**src/rtl/ped_pkg.sv**
```systemverilog
package ped_pkg;

    typedef enum logic [1:0] {
        SEL_STOP   = 2'b00,
        SEL_PASS   = 2'b01,
        SEL_NARROW = 2'b10,
        SEL_WIDE   = 2'b11
    } width_sel_e;

    typedef enum logic [1:0] {
        M_IDLE    = 2'd0,
        M_MEASURE = 2'd1,
        M_OVER    = 2'd2
    } meter_state_e;

    typedef enum logic {
        S_QUIET = 1'b0,
        S_HOLD  = 1'b1
    } stretch_state_e;

endpackage

```
**src/rtl/ped_sync.sv**
```systemverilog
module ped_sync #(
    parameter int STAGES = 2
) (
    input  logic clk,
    input  logic rst_n,
    input  logic d_i,
    output logic q_o
);

    logic [STAGES-1:0] chain_q;

    always_ff @(posedge clk or negedge rst_n) begin
        if (!rst_n) begin
            chain_q <= '0;
        end else begin
            chain_q <= {chain_q[STAGES-2:0], d_i};
        end
    end

    assign q_o = chain_q[STAGES-1];

endmodule

```
**src/rtl/ped_width_meter.sv**
```systemverilog
module ped_width_meter
    import ped_pkg::*;
#(
    parameter int CNT_W = 7
) (
    input  logic             clk,
    input  logic             rst_n,
    input  logic             en_i,
    input  logic             err_i,
    input  logic [CNT_W-1:0] thr_i,
    output logic             viol_o
);

    meter_state_e     state_q, state_d;
    logic [CNT_W-1:0] cnt_q, cnt_d;
    logic             viol_q, viol_d;

    // state register
    always_ff @(posedge clk or negedge rst_n) begin
        if (!rst_n) begin
            state_q <= M_IDLE;
            cnt_q   <= '0;
            viol_q  <= 1'b0;
        end else begin
            state_q <= state_d;
            cnt_q   <= cnt_d;
            viol_q  <= viol_d;
        end
    end

    // next state: cnt holds the number of high samples already seen
    always_comb begin
        state_d = state_q;
        cnt_d   = cnt_q;
        viol_d  = 1'b0;
        if (!en_i) begin
            state_d = M_IDLE;
            cnt_d   = '0;
        end else begin
            unique case (state_q)
                M_IDLE: begin
                    if (err_i) begin
                        state_d = M_MEASURE;
                        cnt_d   = CNT_W'(1);
                    end
                end
                M_MEASURE: begin
                    if (!err_i) begin
                        state_d = M_IDLE;
                        cnt_d   = '0;
                    end else if (cnt_q >= thr_i) begin
                        state_d = M_OVER;
                        viol_d  = 1'b1;
                    end else begin
                        cnt_d = cnt_q + CNT_W'(1);
                    end
                end
                M_OVER: begin
                    if (!err_i) begin
                        state_d = M_IDLE;
                        cnt_d   = '0;
                    end
                end
                default: begin
                    state_d = M_IDLE;
                    cnt_d   = '0;
                end
            endcase
        end
    end

    // outputs
    always_comb begin
        viol_o = viol_q;
    end

    // a pulse still inside the limit never raises the strobe
    p_no_early_flag_r3: assert property (@(posedge clk) disable iff (!rst_n)
        (en_i && state_q == M_MEASURE && cnt_q < thr_i) |=> !viol_o);

    // once flagged, the meter waits out the rest of the pulse without a second strobe
    p_over_waits_r4: assert property (@(posedge clk) disable iff (!rst_n)
        (en_i && state_q == M_OVER && err_i) |=> (state_q == M_OVER && !viol_o));

endmodule

```
**src/rtl/ped_stretcher.sv**
```systemverilog
module ped_stretcher
    import ped_pkg::*;
#(
    parameter int TICK_DIV      = 100000,
    parameter int STRETCH_TICKS = 2
) (
    input  logic clk,
    input  logic rst_n,
    input  logic en_i,
    input  logic viol_i,
    output logic held_o
);

    localparam int DIV_W = (TICK_DIV > 2) ? $clog2(TICK_DIV) : 1;
    localparam int TK_W  = $clog2(STRETCH_TICKS + 1);
    localparam logic [DIV_W-1:0] DIV_LAST = DIV_W'(TICK_DIV - 1);
    localparam logic [TK_W-1:0]  TK_FULL  = TK_W'(STRETCH_TICKS);

    logic [DIV_W-1:0] div_q;
    logic             tick;

    stretch_state_e  state_q, state_d;
    logic [TK_W-1:0] left_q, left_d;

    // free-running slow tick
    always_ff @(posedge clk or negedge rst_n) begin
        if (!rst_n) begin
            div_q <= '0;
        end else if (div_q == DIV_LAST) begin
            div_q <= '0;
        end else begin
            div_q <= div_q + DIV_W'(1);
        end
    end

    assign tick = (div_q == DIV_LAST);

    // state register
    always_ff @(posedge clk or negedge rst_n) begin
        if (!rst_n) begin
            state_q <= S_QUIET;
            left_q  <= '0;
        end else begin
            state_q <= state_d;
            left_q  <= left_d;
        end
    end

    // next state
    always_comb begin
        state_d = state_q;
        left_d  = left_q;
        if (!en_i) begin
            state_d = S_QUIET;
            left_d  = '0;
        end else begin
            unique case (state_q)
                S_QUIET: begin
                    if (viol_i) begin
                        state_d = S_HOLD;
                        left_d  = TK_FULL;
                    end
                end
                S_HOLD: begin
                    if (viol_i) begin
                        left_d = TK_FULL;
                    end else if (tick) begin
                        if (left_q <= TK_W'(1)) begin
                            state_d = S_QUIET;
                            left_d  = '0;
                        end else begin
                            left_d = left_q - TK_W'(1);
                        end
                    end
                end
                default: begin
                    state_d = S_QUIET;
                    left_d  = '0;
                end
            endcase
        end
    end

    // outputs
    always_comb begin
        held_o = (state_q == S_HOLD);
    end

    // every violation leaves a full budget behind it
    p_retrigger_r6: assert property (@(posedge clk) disable iff (!rst_n)
        (en_i && viol_i) |=> (state_q == S_HOLD && left_q == TK_FULL));

    // leaving the tolerance modes drops any hold at once
    p_stop_clears_r1: assert property (@(posedge clk) disable iff (!rst_n)
        !en_i |=> (state_q == S_QUIET && !held_o));

    // the remaining budget in a hold is never empty nor over full
    p_budget_range_r5: assert property (@(posedge clk) disable iff (!rst_n)
        (state_q == S_HOLD) |-> (left_q >= TK_W'(1) && left_q <= TK_FULL));

    // without a tick or a violation the hold budget does not move
    p_budget_steady_r5: assert property (@(posedge clk) disable iff (!rst_n)
        (en_i && state_q == S_HOLD && !tick && !viol_i) |=> $stable(left_q));

endmodule

```
**src/rtl/phase_lock_detector.sv**
```systemverilog
module phase_lock_detector
    import ped_pkg::*;
#(
    parameter int CLK_PERIOD_PS = 10000,
    parameter int NARROW_TOL_PS = 550000,
    parameter int WIDE_TOL_PS   = 1110000,
    parameter int TICK_DIV      = 100000,
    parameter int STRETCH_TICKS = 2,
    parameter int SYNC_STAGES   = 2
) (
    input  logic       clk,
    input  logic       rst_n,
    input  logic       phase_err_i,
    input  logic [1:0] width_sel_i,
    output logic       unlock_o,
    output logic       lock_status_o
);

    localparam int NARROW_CYC = NARROW_TOL_PS / CLK_PERIOD_PS;
    localparam int WIDE_CYC   = WIDE_TOL_PS / CLK_PERIOD_PS;
    localparam int MAX_CYC    = (WIDE_CYC > NARROW_CYC) ? WIDE_CYC : NARROW_CYC;
    localparam int CNT_W      = $clog2(MAX_CYC + 2);
    localparam logic [CNT_W-1:0] NARROW_THR = CNT_W'(NARROW_CYC);
    localparam logic [CNT_W-1:0] WIDE_THR   = CNT_W'(WIDE_CYC);

    width_sel_e       mode;
    logic             err_s;
    logic             tol_en;
    logic [CNT_W-1:0] thr;
    logic             viol;
    logic             held;

    assign mode   = width_sel_e'(width_sel_i);
    assign tol_en = (mode == SEL_NARROW) || (mode == SEL_WIDE);
    assign thr    = (mode == SEL_WIDE) ? WIDE_THR : NARROW_THR;

    ped_sync #(.STAGES(SYNC_STAGES)) sync_i (
        .clk   (clk),
        .rst_n (rst_n),
        .d_i   (phase_err_i),
        .q_o   (err_s)
    );

    ped_width_meter #(.CNT_W(CNT_W)) meter_i (
        .clk    (clk),
        .rst_n  (rst_n),
        .en_i   (tol_en),
        .err_i  (err_s),
        .thr_i  (thr),
        .viol_o (viol)
    );

    ped_stretcher #(
        .TICK_DIV      (TICK_DIV),
        .STRETCH_TICKS (STRETCH_TICKS)
    ) stretch_i (
        .clk    (clk),
        .rst_n  (rst_n),
        .en_i   (tol_en),
        .viol_i (viol),
        .held_o (held)
    );

    // output selection by mode
    always_comb begin
        unique case (mode)
            SEL_STOP:   unlock_o = 1'b0;
            SEL_PASS:   unlock_o = err_s;
            SEL_NARROW: unlock_o = held;
            SEL_WIDE:   unlock_o = held;
            default:    unlock_o = 1'b0;
        endcase
        lock_status_o = ~unlock_o;
    end

    // a violation strobe can only come from a tolerance mode held for a cycle
    p_strobe_needs_tol_r1: assert property (@(posedge clk) disable iff (!rst_n)
        viol |-> $past(tol_en));

endmodule

```
**config.mk**
```make
export PLATFORM = sky130hd
export DESIGN_NAME = phase_lock_detector
export DESIGN_NICKNAME = d
export VERILOG_FILES = /design/src/rtl/ped_pkg.sv /design/src/rtl/ped_sync.sv /design/src/rtl/ped_width_meter.sv /design/src/rtl/ped_stretcher.sv /design/src/rtl/phase_lock_detector.sv
export SDC_FILE = /design/constraint.sdc
export NUM_CORES = 1
export LEC_CHECK = 0
export BUFFER_PORTS_ARGS = -buffer_cell sky130_fd_sc_hd__buf_2
export CAP_MARGIN = 20
export CORE_UTILIZATION = 50
export CTS_BUF_LIST = sky130_fd_sc_hd__clkbuf_8
export CTS_CLUSTER_SIZE = 8
export DETAILED_ROUTE_END_ITERATION = 8
export PLACE_DENSITY = 0.7
export SYNTH_ARGS = -nofsm -noshare
export SYNTH_HDL_FRONTEND = slang
export SYNTH_HIERARCHICAL = 1
export SYNTH_SLANG_ARGS = --single-unit
```
**constraint.sdc**
```tcl
create_clock -name clk -period 2.76 [get_ports clk]
set_clock_uncertainty 0.15 [all_clocks]
set_input_delay 0.276 -clock clk [delete_from_list [all_inputs] [get_ports clk]]
set_output_delay 0.276 -clock clk [all_outputs]
set_load 0.01 [all_outputs]
```
======== After elaboration in Yosys (flattened, before gate mapping) ========
Index checks and enable logic that the tools add are counted.
word-level totals
  bits in registers ....................... 32
  bits of input ports ..................... 5
  output and inout bits ................... 2
  logic and storage cells ................. 64
operators by class
  add/subtract/negate cells ............... 3
  $lt $le $gt $ge ......................... 2
  eq/ne operators ......................... 12
  mux-type cells .......................... 31
  bitwise gates (word level) .............. 2
  reductions and logical operators ........ 7
operators with widths
  operator                                             count
  2-to-1 mux 7 bit                                     6
  one-hot mux 7 bit (3 select lines)                   1
  2-to-1 mux 2 bit                                     10
  adder 17 x 1 -> 17 bit, second input constant        1
  == test 17 bit, second input constant                1
  2-to-1 mux 17 bit                                    1
  2-to-1 mux 1 bit                                     9
  != test 3 bit, second input constant                 3
  != test 4 bit, second input constant                 2
  adder 7 x 1 -> 7 bit, second input constant          1
  greater-or-equal comparator 7 bit                    1
  == test 2 bit, second input constant                 3
  one-hot mux 2 bit (3 select lines)                   1
  AND reduction 3 bit                                  2
  == test 2 x 1 -> 1 bit, second input constant        2
  logical NOT 2 bit                                    2
  != test 4 x 3 -> 1 bit, second input constant        1
  one-hot mux 2 bit (2 select lines)                   1
  one-hot mux 1 bit (3 select lines)                   1
  <= comparator 2 x 1 -> 1 bit, second input constant  1
  inverter 1 bit                                       2
  one-hot mux 1 bit (2 select lines)                   1
  AND reduction 2 bit                                  1
  OR reduction 2 bit                                   1
  other kinds (2)                                      2

======== Logic depth before layout (Yosys ltp) ========
  word-level depth ........................ 7
  depth in mapped cells ................... 10
  depth with buffers taken out ............ 9

======== By module ========
Netlist, hierarchy kept.
by module, submodules not included
  module               times used  cells an instance  area an instance (um2)  sequential area each (um2)
  ped_stretcher        1           84                 962.2                   500.5
  ped_width_meter      1           85                 735.7                   250.2
  ped_sync             1           2                  50.0                    50.0
  phase_lock_detector  1           8                  40.0                    0.0

======== Worst setup path before layout ========
OpenSTA, ideal clock, no wires.
  path type ............................... input to register
  start point ............................. input port width_sel_i[1]
  end point ............................... register meter_i.cnt_q[5]
  setup time .............................. 0.133 ns
  arrival ................................. 1.812 ns
  required time ........................... 2.477 ns
  path slack .............................. 0.665 ns
  stages on the path ...................... 9
  path buffers ............................ 1
  path through ............................ and2_4 -> inv_1 -> ha_1 -> and3_1 -> a221oi_2 -> o21ai_2 -> buf_2 -> o311ai_1 -> nand3_1
on the way
  word-level cells in the longest chain between the ends .. 5
  elaborated cells on any way between the ends .. 10
  those cells by class .................... order compare (1); eq/ne (5); mux (2); reduce/logical (2)
RTL lines
  item                               line                                                  RTL
  start, declared                    phase_lock_detector.sv:14                             input logic [1:0] width_sel_i,
  == test 2 bit                      phase_lock_detector.sv:34, phase_lock_detector.sv:35
  2-to-1 mux 7 bit                   phase_lock_detector.sv:35                             assign thr = (mode == SEL_WIDE) ? WIDE_THR : NARROW_THR;
  greater-or-equal comparator 7 bit  ped_width_meter.sv:51                                 end else if (cnt_q >= thr_i) begin
  != test 4 bit (no line)            -
  AND reduction 3 bit (no line)      -
  end signal, assigned               ped_width_meter.sv:26                                 cnt_q <= cnt_d;
  end, declared                      ped_width_meter.sv:15                                 logic [CNT_W-1:0] cnt_q, cnt_d;
Parallel ways exist; a longest one is shown, timed or not.
A chain may end at the register's enable or synchronous reset.

======== Worst setup path in the final report ========
  start point ............................. register meter_i.cnt_q[5]
  end point ............................... register meter_i.cnt_q[6]
on the way
  word-level cells in the longest chain between the ends .. 5
  elaborated cells on any way between the ends .. 8
  those cells by class .................... add/sub (1); order compare (1); eq/ne (1); mux (4); reduce/logical (1)
RTL lines
  item                                line                   RTL
  adder 7 x 1 -> 7 bit                ped_width_meter.sv:55  cnt_d = cnt_q + CNT_W'(1);
  2-to-1 mux 7 bit                    ped_width_meter.sv:51
  2-to-1 mux 7 bit                    ped_width_meter.sv:48  if (!err_i) begin
  one-hot mux 7 bit (3 select lines)  ped_width_meter.sv:40  unique case (state_q)
  2-to-1 mux 7 bit                    ped_width_meter.sv:36  if (!en_i) begin
Parallel ways exist; a longest one is shown, timed or not. The select of a mux whose other input is x is not followed.

==> implementation parameters <==
Parameter                              Value

Run status
  Outcome    finished clean

Detailed routing
  Drt wl/cell    13.4 um
  Total routed wirelength    3210 um
  DRC violation count after routing    0
  Final antenna-violating net count    0
  Post-detailed-route via-to-cell ratio    approximately 5.5
  Drt first-iter violations    41
  Via count of the routed design    1,322
  Number of detailed-route iterations in the first pass    4

Finish
  Ratio of cells with drive above 1 in the final layout    14.9%
  Post-layout net count    207
  Post-route cell area    1990 sq um
  Filler-free cell count of the finished design    240
  Number of diodes added for antenna fixing    0
  Signed area change from the synthesized netlist to the final layout    11.3%

Die
  Die Footprint    3820 sq um
  Height of the die    61.8 um
  Effective utilization at floorplan    52.8%
  Standard cell core area    3390 sq um
  Number of placement rows    21
  IO Pins    7
  Die boundary width    between 60 and 70 um

Worst setup path
  Kind of start point of the critical path    register
  Crit path max fanout    17
  Worst Setup Path Type    reg2reg
  Data required time of the critical path    2.82 ns
  Critical path arrival    2.32 ns
  Nature of the critical path endpoint    register

Clocking
  Clock latency on the worst-skew pair    0.27 ns
  Worst-path clk slew    approximately 0.06 ns
  Clock buffer depth    2
  CTS H-Tree Depth    2
  CTS tree    done
  Clock sink count    32
  Postcts setup bufs    0
  Clock buffers created by TritonCTS    5
  Clock tree root buffer cell    sky130_fd_sc_hd__clkbuf_8

Place
  HPWL after DPL    2270 um
  Cell Area, Placed    1860 sq um
  Last weighted congestion value of the routability-driven placer    0.804
  Number of placed instances with taps included    230
  Port Buffer Count    6

Logic synthesis
  Number of synthesized register bits    32
  Area fraction of the dominant cell type after synthesis    44.8%
  Asr flop ratio synth    100%
  Number of flops mapped to enable cells by yosys    0
  Post-Syn Area per Cell    9.99 sq um
  Warnings from Yosys    6
  Netlist area before placement    around 1800 sq um
  Post-synthesis instance total    179
  Seq/Total Area, Yosys    44.8%
  Unique cell type count in the Yosys netlist    53
  Post-synth top flop    sky130_fd_sc_hd__dfrtp_1
  Cell type contributing the most total cell area after synthesis    sky130_fd_sc_hd__dfrtp_1
  Cell with the most instances after synthesis    sky130_fd_sc_hd__dfrtp_1
  Commonest cells in the netlist    sky130_fd_sc_hd__dfrtp_1 (32), sky130_fd_sc_hd__nand2_1 (18), sky130_fd_sc_hd__nor2_1 (12)
  Most area-consuming cells after synthesis    sky130_fd_sc_hd__dfrtp_1 (45%), sky130_fd_sc_hd__ha_1 (6.3%), sky130_fd_sc_hd__nand2_1 (3.8%)

Timing
  Unrepaired setup endpoints after global routing    no
  Rel. slew slack    between 40% and 50%
  Achievable clock frequency    0.442 GHz
  Hold violation count in the final report    0
  Slew at the pin with the worst max-slew slack    roughly 0.75 ns
  TNS Setup    0 ns
  Final setup viols    0
  Slew Limit Fails    0
  Crit path time final    2.26 ns
  Period utilization    a little over 80%

GRT
  Number of global-route vias before repair    1,223
  Wire length of the first global-routing pass    5400 um
  Global-route congestion overflow total    0
  GRT Overall Usage    around a fifth
  Number of antenna violations at the first check in global routing    0
  Largest net degree at the start of global routing    33

Power
  Total power divided by cell area    478 nW/um^2
  Leakage power total    0.952 nW
  IR Drop Worst-Case VDD    roughly 0.35 mV

Flow run
  Count of max-cap constraint violations    0

Min path
  Worst min-delay path class    in2reg
## critical path: stages, from the launching register on
cell,delay [ns]
sky130_fd_sc_hd__dfrtp_1,0.43
sky130_fd_sc_hd__ha_1,0.31
sky130_fd_sc_hd__a21o_1,0.19
sky130_fd_sc_hd__a221oi_2,0.28
sky130_fd_sc_hd__o21ai_2,0.22
sky130_fd_sc_hd__or4_1,0.54
sky130_fd_sc_hd__nand3_1,0.09
## layer usage
| metal | track usage (%) | vias to the layer above | part of all wire, % |
|---|---|---|---|
| li1 | - | 660 | - |
| met1 | 25.4 | 642 | 48 |
| met2 | 31.2 | 16 | 49 |
| met3 | 4.55 | 4 | 2.3 |
| met4 | 6.35 | 0 | 1.1 |
| met5 | 0 | - | 0 |
## kinds of logic after synthesis
| logic type | synth area share, % |
|---|---|
| buf+inv | 3.85 |
| flops | 44.8 |
| other cells | 0.210 |
| simple gates | 26.9 |
| compound gates | 10.5 |
| fa+ha+maj | 6.30 |
| xor+xnor | 6.37 |
| mux | 1.12 |
## worst paths after layout
| check | startpoint | depth (start not counted) | endpoint | slack [ns] |
|---|---|---|---|---|
| setup / recovery | meter_i/cnt_q[5]$_DFFE_PN0P_ | 6 | meter_i/cnt_q[6]$_DFFE_PN0P_ | 0.50 |
| hold / removal | width_sel_i[1] | 2 | meter_i/cnt_q[0]$_DFFE_PN0P_ | 0.18 |
| setup reg to reg | meter_i/cnt_q[5]$_DFFE_PN0P_ | 6 | meter_i/cnt_q[6]$_DFFE_PN0P_ | 0.50 |
| hold reg to reg | sync_i/chain_q[0]$_DFF_PN0_ | 0 | sync_i/chain_q[1]$_DFF_PN0_ | 0.21 |
| max in group asynchronous | rst_n | 2 | meter_i/state_q[0]$_DFFE_PN0P_ | 1.57 |
| min in group asynchronous | rst_n | 2 | stretch_i/div_q[4]$_DFF_PN0_ | 0.43 |
## state kept, by name, indices dropped and copies added (netlist names)
register,cells
stretch_i/held_o,1
sync_i/chain_q,2
meter_i/state_q,2
stretch_i/left_q,2
meter_i/viol_o,1
stretch_i/div_q,17
meter_i/cnt_q,7
## layout make-up
class | count | area, sq um
inverter | 12 | 45.0
clock buffer | 5 | 68.8
clock inverter | 3 | 38.8
multi-input combinational | 134 | 930
tap | 46 | 57.6
timing repair buffer | 8 | 50.0
fill | 285 | 1400
sequential | 32 | 801
## repair_timing
item,in CTS,in global routing
endpoints found under the setup margin,0,0
hold buffers,2,0
gates resized for setup,0,0
hold endpoints to repair,33,0
## power by group
group | switching (mW) | internal, mW | leakage [nW] | total (mW)
Sequential | 0.00530 | 0.473 | 0.425 | 0.478
Clock | 0.163 | 0.264 | 0.0593 | 0.427
Combinational | 0.0295 | 0.0173 | 0.467 | 0.0467
## cell usage in the layout, fill, tap and decap left out, drive strengths merged, types with 2 or more instances in the layout
cell	n
and4	2
conb	4
o211ai	3
and2	2
a21oi	4
a31oi	2
or3	2
nand2	18
and3	4
nand4	5
mux2i	2
nand3	12
dlygate4sd3	2
xor2	6
inv	13
o21ai	6
and2b	2
clkbuf	5
ha	9
nand2b	2
and4b	2
o311ai	2
nor3	2
xnor2	7
a21o	2
nor2b	2
buf	6
nor4b	3
or4	4
nor2	12
dfrtp	32
## stage by stage
| stage | hold WS [ns] | utilization (%) | power [mW] | worst slack [ns] |
|---|---|---|---|---|
| finish | 0.178 | 58.7 | 0.952 | 0.496 |
| global route | 0.184 | 58.7 | 0.999 | 0.340 |
| CTS | 0.169 | 58.7 | 0.965 | 0.500 |
| detailed placement | 0.196 | 55.0 | 0.532 | 0.241 |
| global placement | 0.193 | 55.0 | 0.530 | 0.323 |
| floorplan | -0.170 | - | 0.512 | 0.665 |
(Power assumes the default switching activity.)
